[src/rtl/act_lut_pkg.sv]
package act_lut_pkg;

  // Curve sample at integer point p: odd, bounded by gain, knee sets the bend.
  function automatic int sample_at(input int p, input int gain, input int knee);
    int mag;
    mag = (p < 0) ? -p : p;
    return (gain * p) / (knee + mag);
  endfunction

endpackage

[src/rtl/act_lut_bank.sv]
module act_lut_bank #(
  parameter int SAMPLE_W = 8,
  parameter int ENTRIES  = 16,
  parameter int PARITY   = 0,
  parameter int HALF     = 16,
  parameter int GAIN     = 112,
  parameter int KNEE     = 4,
  localparam int AW      = $clog2(ENTRIES)
) (
  input  logic                       clk,
  input  logic                       en,
  input  logic [AW-1:0]              addr,
  output logic signed [SAMPLE_W-1:0] rd
);

  logic signed [SAMPLE_W-1:0] mem [ENTRIES];

  initial begin
    for (int i = 0; i < ENTRIES; i++) begin
      mem[i] = SAMPLE_W'(act_lut_pkg::sample_at(2 * i + PARITY - HALF, GAIN, KNEE));
    end
  end

  always_ff @(posedge clk) begin
    if (en) rd <= mem[addr];
  end

endmodule

[src/rtl/act_lut_addr.sv]
module act_lut_addr #(
  parameter int IN_W   = 8,
  parameter int FRAC_W = 3,
  localparam int IDX_W = IN_W - FRAC_W,
  localparam int BA_W  = IDX_W - 1
) (
  input  logic [IN_W-1:0]   x,
  output logic [FRAC_W-1:0] frac,
  output logic [BA_W-1:0]   even_addr,
  output logic [BA_W-1:0]   odd_addr,
  output logic              idx_odd,
  output logic              idx_top
);

  logic [IDX_W-1:0] k;
  logic [IDX_W:0]   k_inc;

  always_comb begin
    k         = {~x[IN_W-1], x[IN_W-2:FRAC_W]};
    k_inc     = {1'b0, k} + (IDX_W+1)'(1);
    frac      = x[FRAC_W-1:0];
    idx_odd   = k[0];
    idx_top   = &k;
    odd_addr  = k[IDX_W-1:1];
    even_addr = k_inc[IDX_W-1:1];
  end

endmodule

[src/rtl/act_lut_mix.sv]
module act_lut_mix #(
  parameter int SAMPLE_W = 8,
  parameter int FRAC_W   = 3,
  localparam int PW      = SAMPLE_W + FRAC_W + 2
) (
  input  logic signed [SAMPLE_W-1:0] lo,
  input  logic signed [SAMPLE_W-1:0] hi,
  input  logic [FRAC_W-1:0]          frac,
  output logic signed [SAMPLE_W-1:0] y
);

  logic signed [SAMPLE_W:0] diff;
  logic signed [PW-1:0]     prod;
  logic signed [PW-1:0]     step;
  logic signed [PW-1:0]     sum;

  always_comb begin
    diff = $signed({hi[SAMPLE_W-1], hi}) - $signed({lo[SAMPLE_W-1], lo});
    prod = PW'(diff) * PW'($signed({1'b0, frac}));
    step = prod >>> FRAC_W;
    sum  = PW'(lo) + step;
    y    = sum[SAMPLE_W-1:0];
  end

endmodule

[src/rtl/act_lut_interp.sv]
module act_lut_interp #(
  parameter int IN_W     = 8,
  parameter int FRAC_W   = 3,
  parameter int SAMPLE_W = 8,
  parameter int GAIN     = 112,
  parameter int KNEE     = 4,
  localparam int IDX_W   = IN_W - FRAC_W,
  localparam int DEPTH   = 1 << IDX_W,
  localparam int HALF    = DEPTH / 2,
  localparam int BANK_N  = DEPTH / 2,
  localparam int BA_W    = IDX_W - 1
) (
  input  logic                clk,
  input  logic                rst,
  input  logic                in_valid,
  input  logic [IN_W-1:0]     in_x,
  output logic                out_valid,
  output logic [SAMPLE_W-1:0] out_y
);

  logic [FRAC_W-1:0] a_frac;
  logic [BA_W-1:0]   a_addr [2];
  logic              a_odd;
  logic              a_top;

  act_lut_addr #(.IN_W(IN_W), .FRAC_W(FRAC_W)) u_addr (
    .x         (in_x),
    .frac      (a_frac),
    .even_addr (a_addr[0]),
    .odd_addr  (a_addr[1]),
    .idx_odd   (a_odd),
    .idx_top   (a_top)
  );

  logic signed [SAMPLE_W-1:0] bank_rd [2];

  for (genvar b = 0; b < 2; b++) begin : g_bank
    act_lut_bank #(
      .SAMPLE_W (SAMPLE_W),
      .ENTRIES  (BANK_N),
      .PARITY   (b),
      .HALF     (HALF),
      .GAIN     (GAIN),
      .KNEE     (KNEE)
    ) u_bank (
      .clk  (clk),
      .en   (in_valid),
      .addr (a_addr[b]),
      .rd   (bank_rd[b])
    );
  end

  // Stage 1: table read, side information registered alongside
  logic              s1_valid;
  logic [FRAC_W-1:0] s1_frac;
  logic              s1_odd;
  logic              s1_top;

  always_ff @(posedge clk) begin
    if (rst) begin
      s1_valid <= 1'b0;
      s1_frac  <= '0;
      s1_odd   <= 1'b0;
      s1_top   <= 1'b0;
    end else begin
      s1_valid <= in_valid;
      if (in_valid) begin
        s1_frac <= a_frac;
        s1_odd  <= a_odd;
        s1_top  <= a_top;
      end
    end
  end

  logic signed [SAMPLE_W-1:0] lo_s;
  logic signed [SAMPLE_W-1:0] hi_s;
  logic signed [SAMPLE_W-1:0] mix_y;

  always_comb begin
    lo_s = s1_odd ? bank_rd[1] : bank_rd[0];
    hi_s = s1_odd ? bank_rd[0] : bank_rd[1];
    if (s1_top) hi_s = lo_s;
  end

  act_lut_mix #(.SAMPLE_W(SAMPLE_W), .FRAC_W(FRAC_W)) u_mix (
    .lo   (lo_s),
    .hi   (hi_s),
    .frac (s1_frac),
    .y    (mix_y)
  );

  // Stage 2: interpolate and register the result
  always_ff @(posedge clk) begin
    if (rst) begin
      out_valid <= 1'b0;
      out_y     <= '0;
    end else begin
      out_valid <= s1_valid;
      if (s1_valid) out_y <= mix_y;
    end
  end

endmodule

[config.mk]
export PLATFORM = sky130hd
export DESIGN_NAME = act_lut_interp
export DESIGN_NICKNAME = d
export VERILOG_FILES = /design/src/rtl/act_lut_pkg.sv /design/src/rtl/act_lut_bank.sv /design/src/rtl/act_lut_addr.sv /design/src/rtl/act_lut_mix.sv /design/src/rtl/act_lut_interp.sv
export SDC_FILE = /design/constraint.sdc
export NUM_CORES = 1
export LEC_CHECK = 0
export BUFFER_PORTS_ARGS = -buffer_cell sky130_fd_sc_hd__buf_2
export CORE_MARGIN = 5
export CORE_UTILIZATION = 60
export CTS_CLUSTER_SIZE = 10
export DETAILED_ROUTE_END_ITERATION = 10
export PLACE_DENSITY_LB_ADDON = 0.15
export SETUP_SLACK_MARGIN = 0.4
export SLEW_MARGIN = 0
export SYNTH_ARGS = -nofsm -noshare
export SYNTH_HDL_FRONTEND = slang
export SYNTH_HIERARCHICAL = 1
export SYNTH_SLANG_ARGS = --single-unit
[constraint.sdc]
create_clock -name clk -period 6.1 [get_ports clk]
set_input_delay 1.22 -clock clk [delete_from_list [all_inputs] [get_ports clk]]
set_output_delay 1.22 -clock clk [all_outputs]
set_load 0.03 [all_outputs]
# ---- Word level (Yosys, flattened, before mapping)
# Memory sizes are Yosys's and may differ from the RTL's. A register that Yosys moved wholly into a read port is not among the register bits.
# Cells that the tools add are included.
dict set report op_classes {
  n_bitwise 1
  muxes 3
  n_reduce_logical 1
  n_addsub 3
  mul 1
}
# operator count
set ops {}
lappend ops {{$mux W8} 3}
lappend ops {{$mul A9 B4 Y11} 1}
lappend ops {{$sub A8 B8 Y9} 1}
lappend ops {{$add A8 B8 Y8} 1}
lappend ops {{$add A5 B1 Y5 const B} 1}
lappend ops {{$reduce_and A5 Y1} 1}
lappend ops {{$not A1 Y1} 1}
dict set report totals {
  ff_bits 15
  romBits 256
  input_bits 11
  n_memories 2
}
# memory words word_bits rd rd_clocked_by_memory_dff write_ports line
set memory_table {}
lappend memory_table {{g_bank[0].u_bank.mem} 16 8 1 1 0 act_lut_bank.sv:16} ;# logic signed [SAMPLE_W-1:0] mem [ENTRIES];
lappend memory_table {{g_bank[1].u_bank.mem} 16 8 1 1 0 act_lut_bank.sv:16}

# ---- Logic depth before layout (Yosys ltp)
# Gate-level depths: netlist of run 1.
dict set report depth {
  ltp_word 5
  mapped_depth 28
}

# ---- Hierarchy
# The synthesis of run 1 kept the hierarchy.
# mod area_each_um2 cells_each seq_area_each_um2 n_inst
set by_module_without_submodules {}
lappend by_module_without_submodules {act_lut_mix 1496.4 202 0.0 1}
lappend by_module_without_submodules {act_lut_interp 724.4 64 300.3 1}
lappend by_module_without_submodules {{act_lut_bank (g_bank[1].u_bank)} 505.5 44 240.2 1}
lappend by_module_without_submodules {{act_lut_bank (g_bank[0].u_bank)} 471.7 39 240.2 1}
lappend by_module_without_submodules {act_lut_addr 116.4 14 0.0 1}

# ---- Worst setup path after synthesis of run 1
# OpenSTA, ideal clock, no wires.
dict set report synth_timing {
  path_type {register to register}
  startpoint {register s1_odd}
  endpoint {register out_y[7]}
  period_less_slack_ns 5.253
  path_stages_with_launch 26
  setup_ns 0.115
  t_arrival_ns 5.139
  setup_slack_ns 0.847
  n_path_buf 1
  required_time_ns 5.985
  cell_sequence {dfxtp_1 buf_6 xnor2_4 mux2_2 ha_1 nor2b_1 o21a_1 o21ai_0 nand2b_1 a21oi_1 mux2i_1 ha_1 inv_1 fa_1 inv_1 ha_1 o21a_1 a21oi_1 xnor2_1 ha_1 or4_1 a31oi_1 xnor2_1 xnor2_1 mux2i_1 nor2_1}
}
dict set report synth_between {
  elab_chain_len 5
  word_cells_on_any_way 6
  cone_classes {add/sub (2); mul (1); mux (3)}
}
# element line
set synth_lines {}
lappend synth_lines {{from (decl)} act_lut_interp.sv:56} ;# logic s1_odd;
lappend synth_lines {{from (signal assigned)} act_lut_interp.sv:69} ;# s1_odd <= a_odd;
lappend synth_lines {{$mux W8, on equally long branches} {act_lut_interp.sv:81, act_lut_interp.sv:80}}
lappend synth_lines {{$mux W8 (*)} act_lut_interp.sv:82} ;# if (s1_top) hi_s = lo_s;
lappend synth_lines {{via hi_s[1]} act_lut_interp.sv:76} ;# logic signed [SAMPLE_W-1:0] hi_s;
lappend synth_lines {{$sub A8 B8 Y9 (*)} act_lut_mix.sv:18} ;# diff = $signed({hi[SAMPLE_W-1], hi}) - $signed({lo[SAMPLE_W-1], lo});
lappend synth_lines {{$mul A9 B4 Y11 (*)} act_lut_mix.sv:19} ;# prod = PW'(diff) * PW'($signed({1'b0, frac}));
lappend synth_lines {{$add A8 B8 Y8 (*)} act_lut_mix.sv:21} ;# sum = PW'(lo) + step;
lappend synth_lines {{via mix_y[7]} act_lut_interp.sv:77} ;# logic signed [SAMPLE_W-1:0] mix_y;
lappend synth_lines {{to (signal assigned)} act_lut_interp.sv:99} ;# if (s1_valid) out_y <= mix_y;
lappend synth_lines {{to (decl)} act_lut_interp.sv:18} ;# output logic [SAMPLE_W-1:0] out_y
# Mark *: on every way through the listed nets, which the timed path passes. The rest lies on a longest branch.
# A chain may end at the register's enable or synchronous reset.

# ---- Final worst setup path of run 1
# Same ends and word-level chain as after synthesis.

==> results.tsv, run 1 <==
stage	metric	value	unit
status	status	completed	
global_route	grt_pass1_wl	10700	um
finish	fillers	487	
synthesis	synth.area.top_cells	ha_1 17%, edfxtp_1 14%, dfxtp_1 9.1%	
power	p_leak	1.67	nW
routing	drc	0	
clock_network	cts_sinks	31	
synthesis	async_flop_share	0	
finish	seq_area	785	um2
power	max-vdd-ir-drop	0.128	mV
synthesis	avgSynthCellArea	9.13	um2
synthesis	syn_nets	430	
routing	drt_iter0_drc	69	
floorplanning	core_area	5440	um2
finish	multi_input_area	2240	um2
floorplanning	num_io_pins	20	
synthesis	yosys.area.top_type	ha_1	
power	powerDensity	276	nW/um2
clock_network	ctsHoldBuffers	0	
placed_design	port_buffers	19	
routing	drt_first_pass_iters	4	
synthesis	synth_edf_count	16	
clock_network	root_buffer	clkbuf_8	
finish	finalNetCount	440	
synthesis	syn_area	3310	um2
sta	drv_slew	0	
power	p_sw	0.400	mW
sta	hold_viol_final	0	
global_route	busiest_layer	met2	
routing	detail-route-antenna-nets	0	
global_route	use_met2	0.349	
power	internal_power	0.571	mW
global_route	grt.total_usage	0.183	
placed_design	preCtsSetupSlack	370	ps
job	maxCapViolCount	0	
hold_path	hp-start	out_y[1]	
sta	period_share	0.896	
global_route	gr-usage-met1	0.215	
synthesis	synth_top_area_share	0.174	
sta	worst_clock_skew	7.83	ps
clock_network	cts_tree	built	
placed_design	hpwl	5030	um
worst_setup_path	cp.arrival	5630	ps
clock_network	htreeDepth	2	
finish	synthToLayoutAreaGrowth	6.08	%
worst_setup_path	r2r-start	s1_odd	
sta	tns	0	ps
sta	period_minus_slack	5470	ps
global_route	overflow	0	
sta	setup_viol	0	
floorplanning	die-area	7110	um2
finish	diodes	0	
synthesis	syn_inst	363	
worst_setup_path	cp.required	6260	ps
clock_network	clk_pin_slew	70	ps
worst_setup_path	start_kind	flop	
power	seqPwrFrac	0.279	
worst_setup_path	crit_start	s1_odd	
sta	slew_headroom	0.524	
global_route	antenna_found_initial	0	
finish	drive_gt1_frac	0.166	
worst_setup_path	worst_setup_path_end_kind	flop	
synthesis	synth_seq_area_share	0.236	
routing	wire_per_inst	13.6	um
routing	avgViaCountPerCell	5.18	
synthesis	yosys_warnings	6	
worst_setup_path	crit_type	flop to flop	
synthesis	synthFlopType	edfxtp_1	
floorplanning	start_util	0.609	
routing	vias	2309	
floorplanning	die_x	84.3	um
global_route	use_met3	0.0226	
sta	fin_ws	633	ps
sta	max_freq	183	MHz
sta	rsz0062_at_grt	no	
global_route	grt_pass1_vias	2370	
synthesis	yosysMostFrequentCell	inv_1	
hold_path	hold_class	flop to flop	
power	combPwrFrac	0.562	
finish	stdcell_area	3520	um2
clock_network	clock_path_buffers	2	
synthesis	yosys_register_bits	31	
placed_design	post_dp_cell_area	3380	um2
synthesis	synth_cell_types	46	
clock_network	cts_buffers	5	
floorplanning	die_h	84.3	um
power	swShare	0.412	
worst_setup_path	path_max_fanout	5	
synthesis	netlist_top_cells_count	51 x inv_1, 46 x ha_1, 25 x nor2_1	
global_route	grt_start_max_net_pins	23	
power	power_frac_clock	0.160	
sta	worstMarginPinSlew	709	ps
floorplanning	row_count	27	
placed_design	gp_congestion	0.925	
clock_network	clk_latency	280	ps
routing	routed_wl	6070	um
==> through the flow <==
step / hold slack, ps / instances / power [mW] / util
global route: 521 / 446 / 1.06 / 0.646
finish: 495 / 446 / 0.972 / 0.646
floorplan: 455 / 363 / 0.697 / -
detailed placement: 484 / 436 / 0.808 / 0.621
global placement: 471 / 436 / 0.797 / 0.621
CTS: 501 / 444 / 0.968 / 0.637
==> final cells by class <==
| class | count | share of cell area |
|---|---|---|
| Tap cell | 72 | 0.0256 |
| Sequential cell | 31 | 0.223 |
| Timing Repair Buffer | 22 | 0.0345 |
| Clock inverter | 2 | 0.00320 |
| Multi-Input combinational cell | 262 | 0.638 |
| Inverter | 51 | 0.0544 |
| Clock buffer | 6 | 0.0206 |
==> worst max-delay path: stages (launching register included) <==
cell and delay [ps]:
dfxtp_4 370, xnor2_4 230, mux2_2 380, ha_1 270, nor2b_1 130, o21a_1 190
nor2_1 110, xnor2_1 130, and2_1 190, ha_1 270, inv_1 50, fa_1 530
inv_1 40, ha_1 340, nor2b_1 150, o21ai_1 140, nor2b_1 170, xnor2_1 150
ha_1 290, nand2_1 80, o21ai_1 90, or4_1 400, a31oi_1 210, xnor2_1 150
xnor2_1 90, mux2i_1 140, nor2_1 50
==> registers in the layout, summed over array words and instances, names as in the netlist <==
name	flops
g_bank.u_bank/rd	16
out_y	8
s1_frac	3
out_valid	1
s1_odd	1
s1_top	1
s1_valid	1
==> path summary, 6_finish.rpt <==
kind,endpoint,slack (ps),depth (start not counted)
setup / recovery,out_y[7],630,26
hold / removal,out_y[1],500,2
setup reg to reg,out_y[7],630,26
hold reg to reg,out_y[1],500,2
==> timing repair <==
item / 4_1_cts / 5_1_grt
setup endpoints to repair: 1 / 1
gates resized for setup: 1 / 12
setup buffers: 0 / 2
pin swaps: 0 / 6
==> layout by cell type, fill, tap and decap left out, drive strengths merged, types with 12 or more instances in the layout <==
cell type,n
dfxtp,15
inv,52
mux2i,17
and2,12
mux2,17
edfxtp,16
buf,22
a21oi,21
nor2,25
xnor2,21
nand2,18
nor2b,12
ha,46
==> kinds of logic after synthesis <==
group	synth area share
compound gates	0.106
mux	0.116
flops	0.236
xor+xnor	0.0717
simple gates	0.140
buf+inv	0.0970
fa+ha+maj	0.234
==> power by group through the flow <==
stage                     Clock (mW)  Combinational, mW  Sequential (mW)
after floorplan                    0              0.405            0.292
after global placement             0              0.522            0.275
after detailed placement           0              0.533            0.276
after CTS                      0.160              0.537            0.271
after global routing           0.168              0.615            0.275
final                          0.155              0.546            0.271
==> metal layers <==
layer	part of all wire	vias to the layer above
li1	-	1224
met1	0.46	1064
met2	0.52	17
met3	0.014	4
met4	0.0082	0
met5	0	-
Power figures use the tool's default switching activity.
==> run 2, diff against run 1 <==
--- a/config.mk
+++ b/config.mk
@@ -7,7 +7,7 @@
 export LEC_CHECK = 0
 export BUFFER_PORTS_ARGS = -buffer_cell sky130_fd_sc_hd__buf_2
 export CORE_MARGIN = 5
-export CORE_UTILIZATION = 60
+export CORE_UTILIZATION = 56
 export CTS_CLUSTER_SIZE = 10
 export DETAILED_ROUTE_END_ITERATION = 10
 export PLACE_DENSITY_LB_ADDON = 0.15
==> constraint.sdc (replaced) <==
create_clock -name clk -period 4.5 [get_ports clk]
set_input_delay 0.9 -clock clk [delete_from_list [all_inputs] [get_ports clk]]
set_output_delay 0.9 -clock clk [all_outputs]
set_load 0.03 [all_outputs]
==> results.tsv, run 2 (synthesized netlist as in run 1, its figures left out) <==
stage	metric	value	unit
status	status	complete, but fails checks	
status	violations	setup timing	
finish	regMostFlops	g_bank.u_bank/rd	
finish	drive_gt1_frac	0.346	
power	max-vdd-ir-drop	0.243	mV
worst_setup_path	crit_type	flop to flop	
placed_design	hpwl	5400	um
finish	top_regs	g_bank.u_bank/rd (16), out_y (8), s1_frac (3)	
sta	period_share	1.13	
clock_network	cts_sinks	31	
routing	vias	2531	
finish	largest_reg_flops	16	
floorplanning	die-area	7560	um2
sta	hold_viol_final	0	
power	powerDensity	401	nW/um2
global_route	grt_start_max_net_pins	23	
global_route	grt.total_usage	0.198	
worst_setup_path	cpPeakStageDelay	540	ps
worst_setup_path	worst_setup_path_end_kind	flop	
sta	whs	500	ps
finish	final_common_cell	inv_1	
sta	setup_viol	5	
hold_path	hold_class	flop to flop	
sta	worst_clock_skew	7.36	ps
worst_setup_path	start_kind	flop	
global_route	grt_pass1_vias	2672	
clock_network	cts_buffers	5	
floorplanning	die_h	86.9	um
finish	final_core_util	0.703	
routing	detail-route-antenna-nets	0	
finish	synthToLayoutAreaGrowth	24.2	%
global_route	overflow	0	
finish	diodes	0	
sta	rsz0062_at_grt	yes	
sta	fin_ws	-594	ps
job	maxCapViolCount	0	
floorplanning	core_area	5850	um2
routing	drc	0	
worst_setup_path	cp.required	4670	ps
worst_setup_path	cp.arrival	5260	ps
placed_design	dp.cells	481	
clock_network	clk_pin_slew	70	ps
worst_setup_path	path_max_fanout	5	
finish	finalNetCount	485	
placed_design	post_dp_cell_area	3830	um2
sta	slew_headroom	0.517	
clock_network	htreeDepth	2	
routing	drt_iter0_drc	38	
sta	max_freq	196	MHz
clock_network	clk_latency	280	ps
placed_design	gp_congestion	0.858	
sta	worstMarginPinSlew	720	ps
worst_setup_path	slowest_stage	fa_1	
sta	period_minus_slack	5090	ps
clock_network	clock_path_buffers	2	
routing	wire_per_inst	13.6	um
floorplanning	start_util	0.567	
floorplanning	num_io_pins	20	
floorplanning	die_x	86.9	um
placed_design	port_buffers	19	
routing	drt_first_pass_iters	4	
routing	routed_wl	6730	um
floorplanning	row_count	28	
sta	drv_slew	0	
finish	final_cell_mix	44 x inv_1, 43 x buf_4, 35 x ha_1, 24 x nor2_1, 19 x buf_2	
finish	final_cells	494	
global_route	grt_pass1_wl	11800	um
placed_design	preCtsSetupSlack	-755	ps
clock_network	cts_tree	built	
clock_network	root_buffer	clkbuf_8	
global_route	antenna_found_initial	0	
finish	stdcell_area	4120	um2
routing	avgViaCountPerCell	5.12	
power	p_leak	1.95	nW
-- run 2: cell count changes in the layout (fill, tap and decap cells not counted), sizes merged --
cell	delta
buf	+45
clkinvlp	+1
inv	-1
-- run 2: what timing repair did --
item	CTS	global route
endpoints found under the setup margin	7	7
buffers inserted	4	1
pin swaps	30	7
resized for setup	28	7
hold buffers	0	0
-- run 2: power by group --
part	total (mW)	switching [mW]	internal, mW
Clock	0.214	0.106	0.108
Combinational	1.07	0.513	0.555
Sequential	0.367	0.0269	0.340
Total	1.65	0.645	1.00
-- run 2: cell type report --
class	instances	area, um2
Multi-Input combinational cell	262	2480
Fill cell	459	1740
Tap cell	75	93.8
Timing Repair Buffer	67	474
Inverter	51	191
Clock inverter	2	12.5
Clock buffer	6	72.6
Sequential cell	31	786
-- run 2: final timing paths --
check	slack [ps]	startpoint	end	cells past startpoint
worst max-delay path	-590	s1_odd	out_y[7]	27
worst min-delay path	500	out_y[4]	out_y[4]	2
worst max register to register	-590	s1_odd	out_y[7]	27
worst min register to register	500	out_y[4]	out_y[4]	2
-- run 2: stage by stage --
step	setup TNS, ps	power, mW
after floorplan	-665	0.999
after global placement	-1930	1.28
after detailed placement	-2130	1.30
after CTS	-1400	1.62
after global routing	-2840	1.78
final	-1650	1.65
-- run 2: layer usage --
metal | global-route usage | part of all wire | vias to the layer above | wire [um]
li1 | - | - | 1315 | -
met1 | 0.218 | 0.41 | 1183 | 2770
met2 | 0.389 | 0.55 | 22 | 3720
met3 | 0.0293 | 0.014 | 11 | 96
met4 | 0.0482 | 0.021 | 0 | 141
met5 | 0 | 0 | - | 0
-- run 2: worst max-delay path, delay by kind of cell, from the launching register on --
| kind | cells | cell delay [ps] |
|---|---|---|
| AO/OA/AOI/OAI | 4 | 540 |
| XOR/XNOR | 5 | 690 |
| adder cells (fa/ha/maj) | 6 | 1750 |
| buffers and inverters | 3 | 160 |
| flip-flops | 1 | 380 |
| multiplexers | 2 | 460 |
| AND/OR/NAND/NOR | 7 | 1030 |
